`src/rtl/access_spacing_guard_pkg.sv`:
```
`timescale 1ns/1ps
package access_spacing_guard_pkg;

  // Recovery window in system clocks: ceil(rec / clk), never below one.
  function automatic int unsigned gap_cycles(int unsigned rec_ps, int unsigned clk_ps);
    int unsigned q;
    q = (rec_ps + clk_ps - 1) / clk_ps;
    if (q == 0) q = 1;
    return q;
  endfunction

  // Bits needed to hold values 0..maxv.
  function automatic int unsigned count_bits(int unsigned maxv);
    int unsigned b;
    b = $clog2(maxv + 1);
    if (b == 0) b = 1;
    return b;
  endfunction

endpackage

```
`src/rtl/spacing_sat_counter.sv`:
```
`timescale 1ns/1ps
// Counts up to LIMIT and holds there; restart clears it.
module spacing_sat_counter #(
  parameter int unsigned LIMIT = 3,
  parameter int unsigned CW    = 2
) (
  input  logic clk,
  input  logic rst_n,
  input  logic restart_i,
  input  logic step_i,
  output logic done_o
);
  localparam logic [CW-1:0] TOP = CW'(LIMIT);

  logic [CW-1:0] cnt_q;

  assign done_o = (cnt_q == TOP);

  always_ff @(posedge clk or negedge rst_n) begin
    if (!rst_n)                 cnt_q <= TOP;
    else if (restart_i)         cnt_q <= '0;
    else if (step_i && !done_o) cnt_q <= cnt_q + 1'b1;
  end
endmodule

```
`src/rtl/spacing_edge_sync.sv`:
```
`timescale 1ns/1ps
// Two-flop synchroniser followed by a rising-edge detector.
module spacing_edge_sync (
  input  logic clk,
  input  logic rst_n,
  input  logic async_i,
  output logic rise_o
);
  logic meta_q, sync_q, last_q;

  always_ff @(posedge clk or negedge rst_n) begin
    if (!rst_n) begin
      meta_q <= 1'b0;
      sync_q <= 1'b0;
      last_q <= 1'b0;
    end else begin
      meta_q <= async_i;
      sync_q <= meta_q;
      last_q <= sync_q;
    end
  end

  assign rise_o = sync_q & ~last_q;
endmodule

```
`src/rtl/access_spacing_guard.sv`:
```
`timescale 1ns/1ps
module access_spacing_guard
  import access_spacing_guard_pkg::*;
#(
  parameter int unsigned ADDR_W    = 3,
  parameter int unsigned CMD_ADDR  = 1,
  parameter int unsigned CLK_PS    = 10000,
  parameter int unsigned REC_PS    = 150000,
  parameter int unsigned CMD_EDGES = 3
) (
  input  logic              clk,
  input  logic              rst_n,
  input  logic              sel_i,
  input  logic              wr_i,
  input  logic [ADDR_W-1:0] addr_i,
  input  logic              pclk_i,
  output logic              rdy_o,
  output logic              cs_o,
  output logic              we_o
);
  localparam int unsigned GAP    = gap_cycles(REC_PS, CLK_PS);
  localparam int unsigned GAP_W  = count_bits(GAP);
  localparam int unsigned EDGE_W = count_bits(CMD_EDGES);
  localparam logic [ADDR_W-1:0] CMD_SEL = ADDR_W'(CMD_ADDR);

  // Named internal events, also observed by the checker.
  logic cmd_wr, gap_ok, edge_ok, access_ok, grant, cmd_wr_grant, pclk_rise;

  assign cmd_wr       = sel_i & wr_i & (addr_i == CMD_SEL);
  assign access_ok    = gap_ok & (edge_ok | ~cmd_wr);
  assign grant        = sel_i & access_ok;
  assign cmd_wr_grant = grant & cmd_wr;

  assign rdy_o = ~sel_i | access_ok;
  assign cs_o  = grant;
  assign we_o  = grant & wr_i;

  // Recovery window: restarts as each strobe ends, counts system clocks.
  spacing_sat_counter #(.LIMIT(GAP), .CW(GAP_W)) u_gap (
    .clk(clk), .rst_n(rst_n), .restart_i(grant), .step_i(1'b1), .done_o(gap_ok)
  );

  spacing_edge_sync u_sync (
    .clk(clk), .rst_n(rst_n), .async_i(pclk_i), .rise_o(pclk_rise)
  );

  // Command-register window: restarts only on a granted command write.
  spacing_sat_counter #(.LIMIT(CMD_EDGES), .CW(EDGE_W)) u_edges (
    .clk(clk), .rst_n(rst_n), .restart_i(cmd_wr_grant), .step_i(pclk_rise), .done_o(edge_ok)
  );
endmodule

```
`config.mk`:
```
export PLATFORM = sky130hd
export DESIGN_NAME = access_spacing_guard
export DESIGN_NICKNAME = d
export VERILOG_FILES = /design/src/rtl/access_spacing_guard_pkg.sv /design/src/rtl/spacing_sat_counter.sv /design/src/rtl/spacing_edge_sync.sv /design/src/rtl/access_spacing_guard.sv
export SDC_FILE = /design/constraint.sdc
export NUM_CORES = 1
export LEC_CHECK = 0
export BUFFER_PORTS_ARGS = -buffer_cell sky130_fd_sc_hd__buf_2
export CORE_MARGIN = 2
export CORE_UTILIZATION = 35
export DETAILED_ROUTE_END_ITERATION = 10
export SYNTH_ARGS = -nofsm -noshare
export SYNTH_HDL_FRONTEND = slang
export SYNTH_SLANG_ARGS = --single-unit
```
`constraint.sdc`:
```
create_clock -name clk -period 2.6 [get_ports clk]
set_input_delay 0.39 -clock clk [delete_from_list [all_inputs] [get_ports clk]]
set_output_delay 0.39 -clock clk [all_outputs]
set_load 0.05 [all_outputs]
```
==> flow_summary.toml, run 1 <==
[detailed_routing]
antenna_left = 0
num_vias = 348
met3_length_um = 40
wirelength_um = 742
top_layer = "met3"
viasPerCell = 4.833
routed-wl-met2_um = 315
m1WireLength_um = 387
wire_per_inst_um = 10.31
first_pass_iters = 3
drt_iter0_drc = 1
drc = 0

[hold_path]
hp-class = "input pin to flip-flop"
hold_path.startpoint = "pclk_i"
whs_endpoint = "u_sync.meta_q"
min_path_cells = 1

[clock_network]
post_cts_resized = 0
cts_buffers = 3
clkTransAtPathRegs_ps = 50
clock_latency_ps = 250
cts_num_sinks = 9
root_buffer = "clkbuf_4"
cts_buffer_depth = 2
cts_tree = "built"
ctsHtreeMaxLevel = 1

[synth]
netlist_area_um2 = 479.2
ys_ff_latch = 9
netlist_instances = 42
syn_area_per_cell_um2 = 11.41
synth_cell_type_count = 21
syn_nets = 52
synth_seq_area_share_pct = 48.56
yosys_warnings = 0

[floorplan]
die_width_um = 41
initial_core_util_pct = 37.29
ios = 11
placementRows = 13
core_area_mm2 = 0.001285
die_area_mm2 = 0.001681
fp.dieH_um = 41

[power_and_ir_drop]
fin_total_pwr_w = 0.0006349
power_density_mw_per_mm2 = 1087
p_int_w = 0.0004145
clock_power_share_pct = 15.5
p_seq_share_pct = 44.9
combPwrFrac_pct = 39.6
netSwitchingPower_w = 0.0002204
swShare_pct = 34.71
leakagePower_nw = 0.2594
peakVddDrop_mv = 0.5381

[sta]
slew_headroom_pct = 82.91
maxSlewViolCount = 0
setup_ws_ps = 439.2
min_period_ps = 2161
worst_pin_slew_ps = 254.7
hold_viol = 0
finalCritPeriodShare_pct = 83.11
fin_skew_ps = 1.065
finalSetupViolations = 0
clock.fmax_ghz = 0.4628
fin_tns_setup_ps = 0
rsz0062_at_grt = "no"

[setup_path]
r2r-start = "u_gap.cnt_q[0]"
crit_path_start_kind = "flip-flop"
reg2reg_depth = 4
crit_buf_inv = 1
cp_slowest_cell = "dfstp_2"
cp-end-kind = "primary output"
required_ps = 2210
cp_slowest_stage_delay_ps = 560
path_cells = "ha_1 > and3_4 > o21ai_1 > nor2_1 > buf_2"
cp_top_family = "flip-flops"
r2r-end = "u_gap.cnt_q[1]"
path_class = "flip-flop to primary output"
crit_fanout = 6
reg2reg_setup_slack_ps = 1050
arrival_ps = 1770

[placed_design]
place_ws_ps = 702.9
dp_cells = 67
io_buffers = 10
gp_congestion = 0.6765
hpwl_um = 591.6

[global_routing]
grt_pass1_wl_mm = 1.283
grt_usage_pct = 11.85
grt_pass1_vias = 345
gr-total-overflow = 0
grt_max_degree = 10
antenna_found_initial = 0

[cells_and_area]
final_layout_size_suffix_gt1_share_pct = 40.35
diodes = 0
finalNetCount = 68
area_growth_pct = 21.93
finalNonFillerCells = 72

[job]
drv_cap = 0

[run_status]
outcome = "completed"
[flip-flops by register name, indices dropped and copies added (netlist names)]
signal and cells:
u_edges.cnt_q 2, u_gap.cnt_q 4, u_sync.last_q 1, u_sync.meta_q 1, u_sync.sync_q 1
[through the flow]
| step | utilization, % | instance area, µm² | hold slack (ps) |
|---|---|---|---|
| finish | 45.47 | 584.3 | 245.4 |
| global placement | 42.65 | 548.0 | 243.1 |
| CTS | 45.47 | 584.3 | 230.8 |
| detailed placement | 42.65 | 548.0 | 241.7 |
| floorplan | - | 479.2 | 94.41 |
| global route | 45.47 | 584.3 | 234.8 |
[routing by layer]
layer / track usage (%) / vias to the layer above
li1: - / 186
met4: 7.500 / 0
met1: 13.61 / 152
met2: 20.31 / 10
met3: 1.630 / 0
met5: 0 / -
[cells by family after synthesis]
kind of cell,after synthesis,synth area share (%)
buffers and inverters,2,1.567
DFF,9,48.56
muxes,2,5.482
AOI/OAI and AO/OA,9,11.75
and+or+nand+nor,16,23.76
xor gates and xnor gates,2,3.656
adders and majority gates,2,5.221
[Yosys cell counts]
library cell | number | area [µm²]
dfstp_2 | 6 | 157.7
nand2_1 | 4 | 15.01
o21ai_1 | 4 | 20.02
dfrtp_1 | 3 | 75.07
nor2_1 | 3 | 11.26
a31oi_1 | 2 | 12.51
ha_1 | 2 | 25.02
inv_1 | 2 | 7.510
nand4b_1 | 2 | 17.52
nor3b_2 | 2 | 25.02
xnor2_1 | 2 | 17.52
a21o_1 | 1 | 7.510
a311oi_1 | 1 | 8.760
and3_1 | 1 | 6.260
and3_4 | 1 | 11.26
and4b_1 | 1 | 10.01
mux2_1 | 1 | 11.26
mux2_4 | 1 | 15.01
nand4bb_1 | 1 | 11.26
nor2b_1 | 1 | 6.260
o21a_1 | 1 | 7.510
[placed cells by master (no fill, tap or decap)]
| cell | count |
|---|---|
| a21o_1 | 1 |
| and3_4 | 1 |
| inv_1 | 2 |
| nand2_1 | 4 |
| and4b_1 | 1 |
| nand4b_1 | 2 |
| a311oi_1 | 1 |
| and3_1 | 1 |
| nor2_1 | 3 |
| dfrtp_1 | 3 |
| a31oi_1 | 2 |
| nand4bb_1 | 1 |
| o21ai_1 | 4 |
| mux2_1 | 1 |
| xnor2_1 | 2 |
| buf_2 | 10 |
| clkbuf_4 | 3 |
| o21a_1 | 1 |
| nor3b_2 | 2 |
| nor2b_1 | 1 |
| ha_1 | 2 |
| dlygate4sd3_1 | 1 |
| mux2_4 | 1 |
| dfstp_2 | 6 |
| clkbuf_1 | 1 |
[how the worst max path moves through the flow]
stage,startpoint,end,slack (ps),cells after the start
floorplan,u_gap.cnt_q[0],we_o,460,4
detailed placement,u_gap.cnt_q[0],we_o,700,5
global route,u_gap.cnt_q[0],we_o,300,5
CTS,u_gap.cnt_q[0],we_o,420,5
global placement,u_gap.cnt_q[0],we_o,730,5
finish,u_gap.cnt_q[0],cs_o,440,5
[power groups by stage]
stage | clock (W) | sequential [W] | combinational (W)
after global placement | 0 | 0.000286 | 0.000251
after CTS | 0.000107 | 0.000284 | 0.000255
after floorplan | 0 | 0.000274 | 0.000206
final | 0.0000985 | 0.000285 | 0.000251
after global routing | 0.000115 | 0.000293 | 0.000290
after detailed placement | 0 | 0.000287 | 0.000253
[repair_timing]
action / in CTS / in global routing
hold endpoints to repair: 3 / 0
buffers inserted: 0 / 0
hold buffers: 1 / 0
[final cells by class]
cell class | instances | area, µm²
fill | 130 | 700.7
multi-input combinational | 31 | 239.0
sequential | 9 | 232.7
timing repair buffer | 11 | 60.06
clock buffer | 4 | 26.28
tap | 15 | 18.77
inverter | 2 | 7.507
Power figures use the tool's default switching activity.
==> run 2: changes to the inputs <==
Clock period 2.6 ns to 2.1 ns, I/O delays scaled along.
==> flow_summary.toml, run 2 (same netlist as run 1, synthesis figures left out) <==
[power_and_ir_drop]
p_int_w = 0.0005193
clock_power_share_pct = 15.7
combPwrFrac_pct = 39.7
peakVddDrop_mv = 0.6576
swShare_pct = 34.74
p_seq_share_pct = 44.6
leakagePower_nw = 0.2576
power_density_mw_per_mm2 = 1344
netSwitchingPower_w = 0.0002764

[cells_and_area]
finalNonFillerCells = 72
reg_top3 = "u_gap.cnt_q: 4 flops, u_edges.cnt_q: 2 flops"
fillers = 134
largest_register_ffs = 4
final_layout_size_suffix_gt1_share_pct = 42.11
area_growth_pct = 23.50
top_register = "u_gap.cnt_q"
diodes = 0
finalNetCount = 68
fin_util_pct = 46.06
layout_common_cells = "buf_2 (8), dfstp_2 (6), o21ai_1 (4), nand2_1 (4)"
final_common_cell = "buf_2"

[sta]
hold_viol = 0
min_period_ps = 2010
finalSetupViolations = 0
slew_headroom_pct = 83.69
fin_skew_ps = 5.715
clock.fmax_ghz = 0.4975
finalCritPeriodShare_pct = 95.71
maxSlewViolCount = 0
fin_tns_setup_ps = 0
worst_pin_slew_ps = 246.3
rsz0062_at_grt = "no"

[setup_path]
path_cells = "ha_2 > and3_4 > o21ai_1 > nand2_1 > buf_2"
r2r-end = "u_gap.cnt_q[1]"
cp-end-kind = "primary output"
arrival_ps = 1700
path_depth = 5
r2r-start = "u_gap.cnt_q[0]"
reg2reg_setup_slack_ps = 570
crit_fanout = 6
cp_top_family = "flip-flops"
cp_slowest_stage_delay_ps = 560
required_ps = 1780
path_class = "flip-flop to primary output"
crit_path_start_kind = "flip-flop"
crit_end = "rdy_o"
reg2reg_depth = 4
crit_buf_inv = 1
cp-startpoint = "u_gap.cnt_q[0]"
cp_slowest_cell = "dfstp_2"

[global_routing]
grt_max_degree = 10
gr-total-overflow = 0
grt_pass1_vias = 334
antenna_found_initial = 0
grt_usage_pct = 11.76
grt_pass1_wl_mm = 1.255

[clock_network]
cts_tree = "built"
clkTransAtPathRegs_ps = 60
clock_latency_ps = 250
cts_num_sinks = 9
ctsHtreeMaxLevel = 1
cts_buffer_depth = 2
root_buffer = "clkbuf_4"
cts_buffers = 3

[detailed_routing]
num_vias = 354
first_pass_iters = 2
wire_per_inst_um = 10.71
drt_iter0_drc = 3
wirelength_um = 771
drc = 0
viasPerCell = 4.917
antenna_left = 0

[placed_design]
dp_cells = 67
gp_congestion = 0.6766
io_buffers = 10
hpwl_um = 605.3

[floorplan]
die_area_mm2 = 0.001681
placementRows = 13
ios = 11
die_width_um = 41
initial_core_util_pct = 37.29
fp.dieH_um = 41
core_area_mm2 = 0.001285

[hold_path]
hp-class = "input pin to flip-flop"

[job]
drv_cap = 0

[run_status]
outcome = "completed"
run 2: final cells by class:
type	instances	area, µm²	area share [%]
Timing Repair Buffer	11	65.06	10.99
Clock buffer	4	26.28	4.440
Multi-Input combinational cell	31	241.5	40.80
Sequential cell	9	232.7	39.32
Tap cell	15	18.77	3.171
Inverter	2	7.507	1.268
run 2: power by group through the flow:
stage / sequential (W) / combinational [W] / clock, W
CTS: 0.000352 / 0.000316 / 0.000134
floorplan: 0.000339 / 0.000255 / 0
detailed placement: 0.000355 / 0.000313 / 0
global route: 0.000368 / 0.000359 / 0.000143
global placement: 0.000354 / 0.000310 / 0
finish: 0.000355 / 0.000316 / 0.000125
run 2: timing repair:
action	4_1_cts	5_1_grt
gates resized for setup	1	3
buffers inserted	0	0
endpoints found under the hold margin	3	0
setup endpoints to repair	1	3
hold buffers	1	0
run 2: per-layer routing:
layer	up-vias	share of wire, %	global-route usage (%)
met5	-	0	0
met2	10	44	20.70
li1	188	-	-
met3	0	5.8	1.630
met4	0	0	7.500
met1	156	50	13.01
run 2: metrics by stage:
| stage | worst slack, ps | power [W] | hold WS (ps) | cell area [µm²] |
|---|---|---|---|---|
| 6_report | 89.99 | 0.0007957 | 170.3 | 591.8 |
| 3_3_place_gp | 308.7 | 0.0006638 | 168.0 | 548.0 |
| 4_1_cts | 0.2151 | 0.0008020 | 155.4 | 586.8 |
| 5_1_grt | 4.479 | 0.0008695 | 159.6 | 591.8 |
| 3_5_place_dp | 283.7 | 0.0006679 | 168.2 | 548.0 |
| 2_1_floorplan | 34.15 | 0.0005939 | 19.41 | 479.2 |
run 2: how the worst min path moves through the flow:
stage,start,endpoint,slack (ps),cells past startpoint
floorplan,rst_n,u_sync.last_q,20,0
global placement,rst_n,u_sync.last_q,170,1
detailed placement,rst_n,u_sync.sync_q,170,1
CTS,pclk_i,u_sync.meta_q,160,1
global route,pclk_i,u_sync.meta_q,160,1
finish,pclk_i,u_sync.meta_q,170,1
==> run 3: changes to the inputs <==
Settings changed: ABC_AREA set to 1, TNS_END_PERCENT set to 20.
==> flow_summary.toml, run 3 <==
[run_status]
outcome = "completed"

[synth]
synth_edf_count = 0
async_reset_ff_share_pct = 100.0
synth_cell_type_count = 16
synth_ff_type = "dfstp_2"
netlist_area_um2 = 480.5
yosys_warnings = 0
synth_most_common_cell = "nand2_1"
synth_common_cells = "nand2_1 (14), inv_1 (12), dfstp_2 (6), nand3_1 (4)"
synth_seq_area_share_pct = 48.44
ys_ff_latch = 9
synth_fa_ha_area_share_pct = 5.208
syn_area_per_cell_um2 = 8.429
netlist_instances = 57
synth_xor_area_share_pct = 1.823
syn_nets = 67
synthTopCellsByArea = "dfstp_2 (33%), dfrtp_1 (16%), nand2_1 (11%)"
synth_compound_area_share_pct = 4.688
synth_mux_area_share_pct = 0
synthSimpleGateAreaFrac_pct = 30.47
yosysTopAreaCell = "dfstp_2"
synth.top_cell.area_share_pct = 32.81
synth_top_family_by_area = "simple AND/OR/NAND/NOR gates"

[global_routing]
grt_usage_pct = 10.48
grt_pass1_wl_mm = 1.090
antenna_found_initial = 0
grt_use_met3_pct = 1.630
grt_max_degree = 10
top_usage_layer = "met2"
gr-total-overflow = 0
gr-usage-met1_pct = 13.95
globalRouteMet2Util_pct = 14.06
grt_pass1_vias = 293

[sta]
finalCritPeriodShare_pct = 94.83
rsz0062_at_grt = "no"
worst_pin_slew_ps = 248.2
setup_ws_ps = 108.6
min_period_ps = 1991
slew_headroom_pct = 83.57
fin_skew_ps = 3.036
clock.fmax_ghz = 0.5022
fin_tns_setup_ps = 0
hold_viol = 0
maxSlewViolCount = 0
finalSetupViolations = 0

[cells_and_area]
reg_top3 = "u_gap.cnt_q: 4 flops, u_edges.cnt_q: 2 flops"
final_layout_size_suffix_gt1_share_pct = 34.72
seqCellArea_um2 = 232.7
fillers = 134
multi_input_area_um2 = 202.7
finalNetCount = 83
diodes = 0
final_common_cell = "nand2_1"
area_growth_pct = 21.88
top_register = "u_gap.cnt_q"
largest_register_ffs = 4
layout_common_cells = "nand2_1 (14), inv_1 (12), buf_2 (10)"

[power_and_ir_drop]
power_density_mw_per_mm2 = 1237
peakVddDrop_mv = 0.4768
p_seq_share_pct = 44.1
p_int_w = 0.0004550
clock_power_share_pct = 17.2
leakagePower_nw = 0.3201
swShare_pct = 37.16
combPwrFrac_pct = 38.7
netSwitchingPower_w = 0.0002691

[clock_network]
cts_buffers = 3
cts_buffer_depth = 2
clkTransAtPathRegs_ps = 60
ctsHtreeMaxLevel = 1
root_buffer = "clkbuf_4"
clock_latency_ps = 250
cts_num_sinks = 9
cts_tree = "built"

[floorplan]
core_area_mm2 = 0.001285
ios = 11
die_width_um = 41.05
placementRows = 13
initial_core_util_pct = 37.39
die_area_mm2 = 0.001685
fp.dieH_um = 41.05

[detailed_routing]
wirelength_um = 736
num_vias = 362
antenna_left = 0
viasPerCell = 4.161
first_pass_iters = 4
drt_iter0_drc = 7
wire_per_inst_um = 8.460
drc = 0

[setup_path]
crit_path_start_kind = "flip-flop"
cp_slowest_stage_delay_ps = 540
arrival_ps = 1680
cp-end-kind = "primary output"
path_cells = "ha_1 > nand2_2 > nor2_4 > nand3_2 > inv_1 > buf_2"
crit_fanout = 6
required_ps = 1780
cp_slowest_cell = "dfstp_2"
path_class = "flip-flop to primary output"

[hold_path]
hp-class = "input pin to flip-flop"

[job]
drv_cap = 0

[placed_design]
hpwl_um = 594.2
io_buffers = 10
place_ws_ps = 381.4
gp_congestion = 0.6003
==> run 3: changes by cell type after synthesis, moves of 3 or more <==
cell / previous run / this run
inv_1: 2 / 12
nand2_1: 4 / 14
nand3_1: 0 / 4
o21ai_1: 4 / 0
o21ai_0: 0 / 3
==> run 3: per-stage QoR <==
stage          cell area [µm²]  util (%)  std cells  total power (W)  hold slack [ps]
6_report                 585.6     45.57         87        0.0007242            170.6
5_1_grt                  585.6     45.57         87        0.0008045            152.9
4_1_cts                  585.6     45.57         87        0.0007395            154.8
3_5_place_dp             549.3     42.75         82        0.0006052            169.4
3_3_place_gp             549.3     42.75         82        0.0005988            167.9
2_1_floorplan            480.5         -         57        0.0005398            19.41
==> run 3: routing by layer <==
layer	wire, µm	up-vias	share of wire [%]
li1	-	202	-
met1	382	147	52
met2	305	11	41
met3	42	2	5.7
met4	5	0	0.68
met5	0	-	0
==> run 3: path summary, 6_finish.rpt <==
check                           cells after the start  slack (ps)               end      startpoint
worst min register to register                      0         350     u_sync.sync_q   u_sync.meta_q
max in group asynchronous                           2        1420  u_edges.cnt_q[0]           rst_n
min in group asynchronous                           2         440     u_sync.sync_q           rst_n
worst max-delay path                                6         110              cs_o  u_gap.cnt_q[0]
worst min-delay path                                1         170     u_sync.meta_q          pclk_i
worst max register to register                      6         700    u_gap.cnt_q[2]  u_gap.cnt_q[0]
==> run 3: final cells by class <==
| class | count | share of cell area, % |
|---|---|---|
| clock buffer | 4 | 4.487 |
| inverter | 12 | 7.692 |
| multi-input combinational | 36 | 34.62 |
| sequential | 9 | 39.74 |
| tap | 15 | 3.205 |
| timing repair buffer | 11 | 10.26 |
==> run 3: what timing repair did <==
action / 4_1_cts / 5_1_grt
hold buffers: 1 / 0
setup buffers: 0 / 0
gates resized for setup: 0 / 0
hold endpoints to repair: 3 / 0
==> run 3: critical path: cells and delay by family (launching register included) <==
family	cells	cell delay, ps
fa+ha+maj	1	190
flops	1	540
buf+inv	2	320
simple gates	3	370
==> run 3: logic make-up (layout without fill, tap and decap cells) <==
logic type / count (synthesis) / in the layout
AOI/OAI and AO/OA: 4 / 4
xor gates and xnor gates: 1 / 1
adders and majority gates: 2 / 2
buffers and inverters: 12 / 27
DFF: 9 / 9
and+or+nand+nor: 29 / 29
==> run 3: power groups by stage <==
stage          combinational [W]  clock [W]  sequential [W]
2_1_floorplan           0.000226          0        0.000314
3_3_place_gp            0.000278          0        0.000321
3_5_place_dp            0.000283          0        0.000323
4_1_cts                 0.000285   0.000135        0.000320
5_1_grt                 0.000335   0.000142        0.000327
6_report                0.000280   0.000125        0.000319
